[src/rtl/wdt_pkg.sv]
// Package: shared types and constants for the dual-clear watchdog.
// Assumes: src_sel is a 2-bit code, with the top code meaning "off".
package wdt_pkg;

    typedef enum logic [1:0] {
        SRC_RC    = 2'd0,
        SRC_INSTR = 2'd1,
        SRC_EXT   = 2'd2,
        SRC_OFF   = 2'd3
    } wdt_src_e;

    localparam int NUM_TICK_SRC = 3;

endpackage

[src/rtl/wdt_tick_mux.sv]
// Module: wdt_tick_mux
// Chooses the tick input named by the source code, reports whether counting
// is enabled, and flags a change of source against the previous cycle.
// Assumes: tick inputs are already synchronous one-cycle enables.
module wdt_tick_mux
    import wdt_pkg::*;
#(
    parameter int NSRC = NUM_TICK_SRC
) (
    input  logic            clk,
    input  logic            rst_n,
    input  logic [NSRC-1:0] tick_vec,
    input  wdt_src_e        src_sel,
    output logic            tick,
    output logic            enabled,
    output logic            src_chg
);

    logic [NSRC-1:0] hit;
    wdt_src_e        src_q;

    // One gated term for each source; only the selected one can fire.
    for (genvar g = 0; g < NSRC; g++) begin : g_sel
        assign hit[g] = tick_vec[g] && (src_sel == wdt_src_e'(g));
    end

    // Merge the gated terms into a single count enable.
    always_comb begin
        tick    = |hit;
        enabled = (src_sel != SRC_OFF);
        src_chg = (src_sel != src_q);
    end

    // Remember the previous source; reset treats it as "off".
    always_ff @(posedge clk) begin
        if (!rst_n) src_q <= SRC_OFF;
        else        src_q <= src_sel;
    end

endmodule

[src/rtl/wdt_clear_seq.sv]
// Module: wdt_clear_seq
// Turns clear strobes into a restart request under the selected policy.
// In dual mode it keeps one pending flag for each command and releases a
// restart once both commands are present.
// Assumes: dual_mode is static in normal use; leaving dual mode empties flags.
module wdt_clear_seq (
    input  logic clk,
    input  logic rst_n,
    input  logic dual_mode,
    input  logic clr_single,
    input  logic clr_a,
    input  logic clr_b,
    input  logic flush,
    output logic restart,
    output logic pend_a,
    output logic pend_b
);

    logic hit_a;
    logic hit_b;

    // Decide whether this cycle completes a clear under the active policy.
    always_comb begin
        hit_a = dual_mode && clr_a;
        hit_b = dual_mode && clr_b;
        if (!dual_mode) restart = clr_single;
        else            restart = (hit_a || pend_a) && (hit_b || pend_b);
    end

    // Hold the pending flags, empty them on restart, flush or single mode.
    always_ff @(posedge clk) begin
        if (!rst_n) begin
            pend_a <= 1'b0;
            pend_b <= 1'b0;
        end else if (flush || restart || !dual_mode) begin
            pend_a <= 1'b0;
            pend_b <= 1'b0;
        end else begin
            if (hit_a) pend_a <= 1'b1;
            if (hit_b) pend_b <= 1'b1;
        end
    end

endmodule

[src/rtl/wdt_counter.sv]
// Module: wdt_counter
// Free-running tick counter with restart priority and a registered
// one-cycle overflow pulse; wraps to zero on overflow.
// Assumes: CNT_W >= 1, so two pulses are always at least two cycles apart.
module wdt_counter #(
    parameter int CNT_W = 8
) (
    input  logic             clk,
    input  logic             rst_n,
    input  logic             tick,
    input  logic             enabled,
    input  logic             restart,
    output logic [CNT_W-1:0] count,
    output logic             timeout
);

    localparam logic [CNT_W-1:0] CNT_MAX = {CNT_W{1'b1}};

    // Count selected ticks; restart wins; pulse on the wrapping tick.
    always_ff @(posedge clk) begin
        if (!rst_n) begin
            count   <= '0;
            timeout <= 1'b0;
        end else begin
            timeout <= 1'b0;
            if (restart) begin
                count <= '0;
            end else if (tick && enabled) begin
                count   <= count + 1'b1;
                timeout <= (count == CNT_MAX);
            end
        end
    end

endmodule

[src/rtl/wdt_dual_clear.sv]
// Module: wdt_dual_clear (top)
// Watchdog with a selectable tick source and a single or dual clear policy.
// Assumes: all inputs are synchronous to clk; src_sel and dual_mode are
// configuration values that change rarely.
module wdt_dual_clear
    import wdt_pkg::*;
#(
    parameter int CNT_W = 8
) (
    input  logic       clk,
    input  logic       rst_n,
    input  logic [1:0] src_sel,
    input  logic       dual_mode,
    input  logic       tick_rc,
    input  logic       tick_instr,
    input  logic       tick_ext,
    input  logic       clr_single,
    input  logic       clr_a,
    input  logic       clr_b,
    output logic       timeout
);

    logic [NUM_TICK_SRC-1:0] tick_vec;
    wdt_src_e                src_e;
    logic                    tick;
    logic                    enabled;
    logic                    src_chg;
    logic                    restart;
    logic                    pend_a;
    logic                    pend_b;
    logic                    cnt_restart;
    logic [CNT_W-1:0]        count;

    // Pack the tick inputs in source-code order and type the selector.
    always_comb begin
        tick_vec    = {tick_ext, tick_instr, tick_rc};
        src_e       = wdt_src_e'(src_sel);
        cnt_restart = restart || src_chg;
    end

    wdt_tick_mux #(.NSRC(NUM_TICK_SRC)) u_mux (
        .clk      (clk),
        .rst_n    (rst_n),
        .tick_vec (tick_vec),
        .src_sel  (src_e),
        .tick     (tick),
        .enabled  (enabled),
        .src_chg  (src_chg)
    );

    wdt_clear_seq u_clr (
        .clk        (clk),
        .rst_n      (rst_n),
        .dual_mode  (dual_mode),
        .clr_single (clr_single),
        .clr_a      (clr_a),
        .clr_b      (clr_b),
        .flush      (src_chg),
        .restart    (restart),
        .pend_a     (pend_a),
        .pend_b     (pend_b)
    );

    wdt_counter #(.CNT_W(CNT_W)) u_cnt (
        .clk     (clk),
        .rst_n   (rst_n),
        .tick    (tick),
        .enabled (enabled),
        .restart (cnt_restart),
        .count   (count),
        .timeout (timeout)
    );

endmodule

[config.mk]
export PLATFORM = sky130hd
export DESIGN_NAME = wdt_dual_clear
export DESIGN_NICKNAME = d
export VERILOG_FILES = /design/src/rtl/wdt_pkg.sv /design/src/rtl/wdt_tick_mux.sv /design/src/rtl/wdt_clear_seq.sv /design/src/rtl/wdt_counter.sv /design/src/rtl/wdt_dual_clear.sv
export SDC_FILE = /design/constraint.sdc
export NUM_CORES = 1
export LEC_CHECK = 0
export BUFFER_PORTS_ARGS = -buffer_cell sky130_fd_sc_hd__buf_2
export CAP_MARGIN = 30
export CORE_AREA = 2 2 39 41
export CTS_CLUSTER_SIZE = 8
export DETAILED_ROUTE_END_ITERATION = 10
export DIE_AREA = 0 0 41 43
export GPL_ROUTABILITY_DRIVEN = 0
export GPL_TIMING_DRIVEN = 0
export HOLD_SLACK_MARGIN = 0.06
export PLACE_DENSITY = 0.66
export SLEW_MARGIN = 25
export SYNTH_ARGS = -nofsm -noshare
export SYNTH_HDL_FRONTEND = slang
export SYNTH_SLANG_ARGS = --single-unit
[constraint.sdc]
create_clock -name clk -period 1.75 [get_ports clk]
set_clock_uncertainty 0.05 [all_clocks]
set_input_delay 0.35 -clock clk [delete_from_list [all_inputs] [get_ports clk]]
set_output_delay 0.35 -clock clk [all_outputs]
set_load 0.005 [all_outputs]
==> impl_metrics.json <==
{
  "cts_tree": "built",
  "rsz0062_at_grt": "false",
  "drive_gt1_share_pct": 19.51,
  "coreArea_um2": 1384,
  "max-cap-violations": 0,
  "io_buffers": 11,
  "row_count": 14,
  "power.share.combinational_pct": 9.4,
  "final_area_um2": 681.9,
  "synth_area_um2": 579.3,
  "setup_tns_ps": 0,
  "yosysTopAreaCell": "dfxtp_1",
  "via_per_inst": 5.296,
  "worst_pin_slew_ps": 430.2,
  "status": "complete, no violations",
  "synthTopCellsByArea": "dfxtp_1, a21oi_1, or3_1",
  "synth_edf_count": 0,
  "criticalPathCategory": "reg -> reg",
  "fin_crit_sh_pct": 79.06,
  "synthFlopType": "dfxtp_1",
  "pwr-share-clk_pct": 34.6,
  "power_frac_seq_pct": 56.0,
  "worst-r2r-cell-count": 4,
  "p_int_uw": 408.5,
  "synth_cells": 67,
  "switching_share_pct": 24.19,
  "max_slew_margin_pct": 71.32,
  "grt_max_degree": 11,
  "drtPass1Iterations": 4,
  "root_buffer": "clkbuf_4",
  "routed_wirelength_mm": 1.070,
  "detail_route.wl_per_cell_um": 10.92,
  "vias": 519,
  "initial_core_util_pct": 41.86,
  "cp_data_required_time_ps": 1910,
  "area_growth_pct": 17.71,
  "fp.dieW_um": 41,
  "grt_pass1_wl_mm": 2.014,
  "hold_viol": 0,
  "clock.fmax_mhz": 722.8,
  "seq_area_frac_synth_pct": 44.92,
  "cts-hold-fix-buffers": 0,
  "grtUsageTotal_pct": 17.05,
  "setup_viol": 0,
  "cts-resized-gates": 0,
  "h-tree-depth": 1,
  "drc_errors": 0,
  "holdWs_ps": 213.8,
  "clk_latency_ps": 280,
  "cts_setup_buffers": 0,
  "post-route-min-period_ps": 1384,
  "yosysWarnings": 0,
  "antenna_found_initial": 0,
  "placed_area_um2": 654.4,
  "cts_buffer_depth": 2,
  "p_per_area_nw_per_um2": 790.3,
  "synth_top_area_share_pct": 44.92,
  "die_area_um2": 1763,
  "gr-total-overflow": 0,
  "power.leakage_nw": 0.2442,
  "crit_arrival_ps": 1540,
  "ios": 12,
  "ir_worst_vdd_mv": 0.4990,
  "hold_depth": 2,
  "yosysMostFrequentCell": "dfxtp_1",
  "grt_pass1_vias": 513,
  "clkTransAtPathRegs_ps": 80,
  "yosys-top-cells-count": "dfxtp_1, a21oi_1, o21ai_1",
  "synth.avg_cell_area_um2": 8.646,
  "numClockSinks": 13,
  "nNetsFinal": 95,
  "hpwlAfterDp_um": 787.2,
  "syn-num-nets": 79,
  "end_kind": "flip-flop",
  "synth_cell_type_count": 25,
  "die_h_um": 43,
  "cts-buffers-inserted": 3,
  "switching_power_uw": 130.4,
  "antenna_cells": 0,
  "min_path_type": "in -> reg",
  "detail-route-antenna-nets": 0,
  "dr.first_iter.drc_count": 12,
  "critPathMaxFanout": 6,
  "synthArstFlopShare_pct": 0,
  "synth-seq-cells": 13,
  "slew_violations": 0,
  "start_kind": "flip-flop"
}
==> registers in the layout (all words and copies together), names as in the netlist <==
signal,flops
u_cnt.count,8
u_cnt.timeout,1
u_clr.pend_a,1
u_mux.src_q,2
u_clr.pend_b,1
==> metal layers <==
metal | routed length (um) | up-vias | GRT usage (%)
met5 | 0 | - | 0
met4 | 24 | 0 | 8.667
met3 | 48 | 5 | 8.377
met2 | 499 | 12 | 23.75
met1 | 496 | 230 | 20.92
li1 | - | 272 | -
==> cell type report <==
type	count	area, um^2
Multi-Input combinational cell	50	296.5
Clock buffer	3	22.52
Inverter	2	7.507
Timing Repair Buffer	11	55.05
Fill cell	147	701.9
Buffer	2	15.01
Sequential cell	13	260.3
Clock inverter	1	5.005
Tap cell	16	20.02
==> power groups by stage <==
stage | clock network, mW | registers, mW | logic, mW
5_1_grt | 0.208 | 0.303 | 0.0570
3_3_place_gp | 0 | 0.309 | 0.0497
6_report | 0.187 | 0.302 | 0.0504
4_1_cts | 0.189 | 0.302 | 0.0511
2_1_floorplan | 0 | 0.308 | 0.0302
3_5_place_dp | 0 | 0.309 | 0.0503
==> worst paths after layout <==
| path | endpoint | slack [ps] | start |
|---|---|---|---|
| worst min-delay path | u_mux.src_q[0]$_SDFF_PN1_ | 210 | rst_n |
| worst max-delay path | u_cnt.count[2]$_SDFFE_PP0P_ | 370 | u_cnt.count[0]$_SDFFE_PP0P_ |
| worst min register to register | u_cnt.timeout$_SDFF_PP0_ | 400 | u_cnt.count[7]$_SDFFE_PP0P_ |
| worst max register to register | u_cnt.count[2]$_SDFFE_PP0P_ | 370 | u_cnt.count[0]$_SDFFE_PP0P_ |
==> cells by family after synthesis <==
kind of cell | after synthesis | share of synthesized area (%)
AOI/OAI and AO/OA | 18 | 16.63
adders and majority gates | 1 | 2.159
xor gates and xnor gates | 4 | 6.049
muxes | 1 | 1.728
DFF | 13 | 44.92
and+or+nand+nor | 26 | 24.62
buffers and inverters | 4 | 3.887
==> through the flow <==
step                      cells  worst slack (ps)  total power, mW  util [%]
after floorplan              67             387.4           0.3387         -
after global routing         98             251.9           0.5672     49.28
final                        98             366.4           0.5389     49.28
after detailed placement     94             183.8           0.3593     47.29
after CTS                    98             360.7           0.5421     49.28
after global placement       94             197.3           0.3586     47.29
==> layout by cell type, fill, tap and decap left out, drive strengths merged, types with 3 or more instances in the layout <==
master  synthesis  final
a21oi           7      7
buf             1     12
clkbuf          1      4
dfxtp          13     13
nand2           5      5
nand4           3      3
nor2            4      4
o21ai           8      8
or3             5      5
xnor2           3      3
==> worst max-delay path: stages, from the launching register on <==
cell and delay, ps:
dfxtp_1 450, ha_1 270, inv_1 70, or3_1 340, a21oi_1 140
No activity file was read; power rests on OpenSTA's default activity.
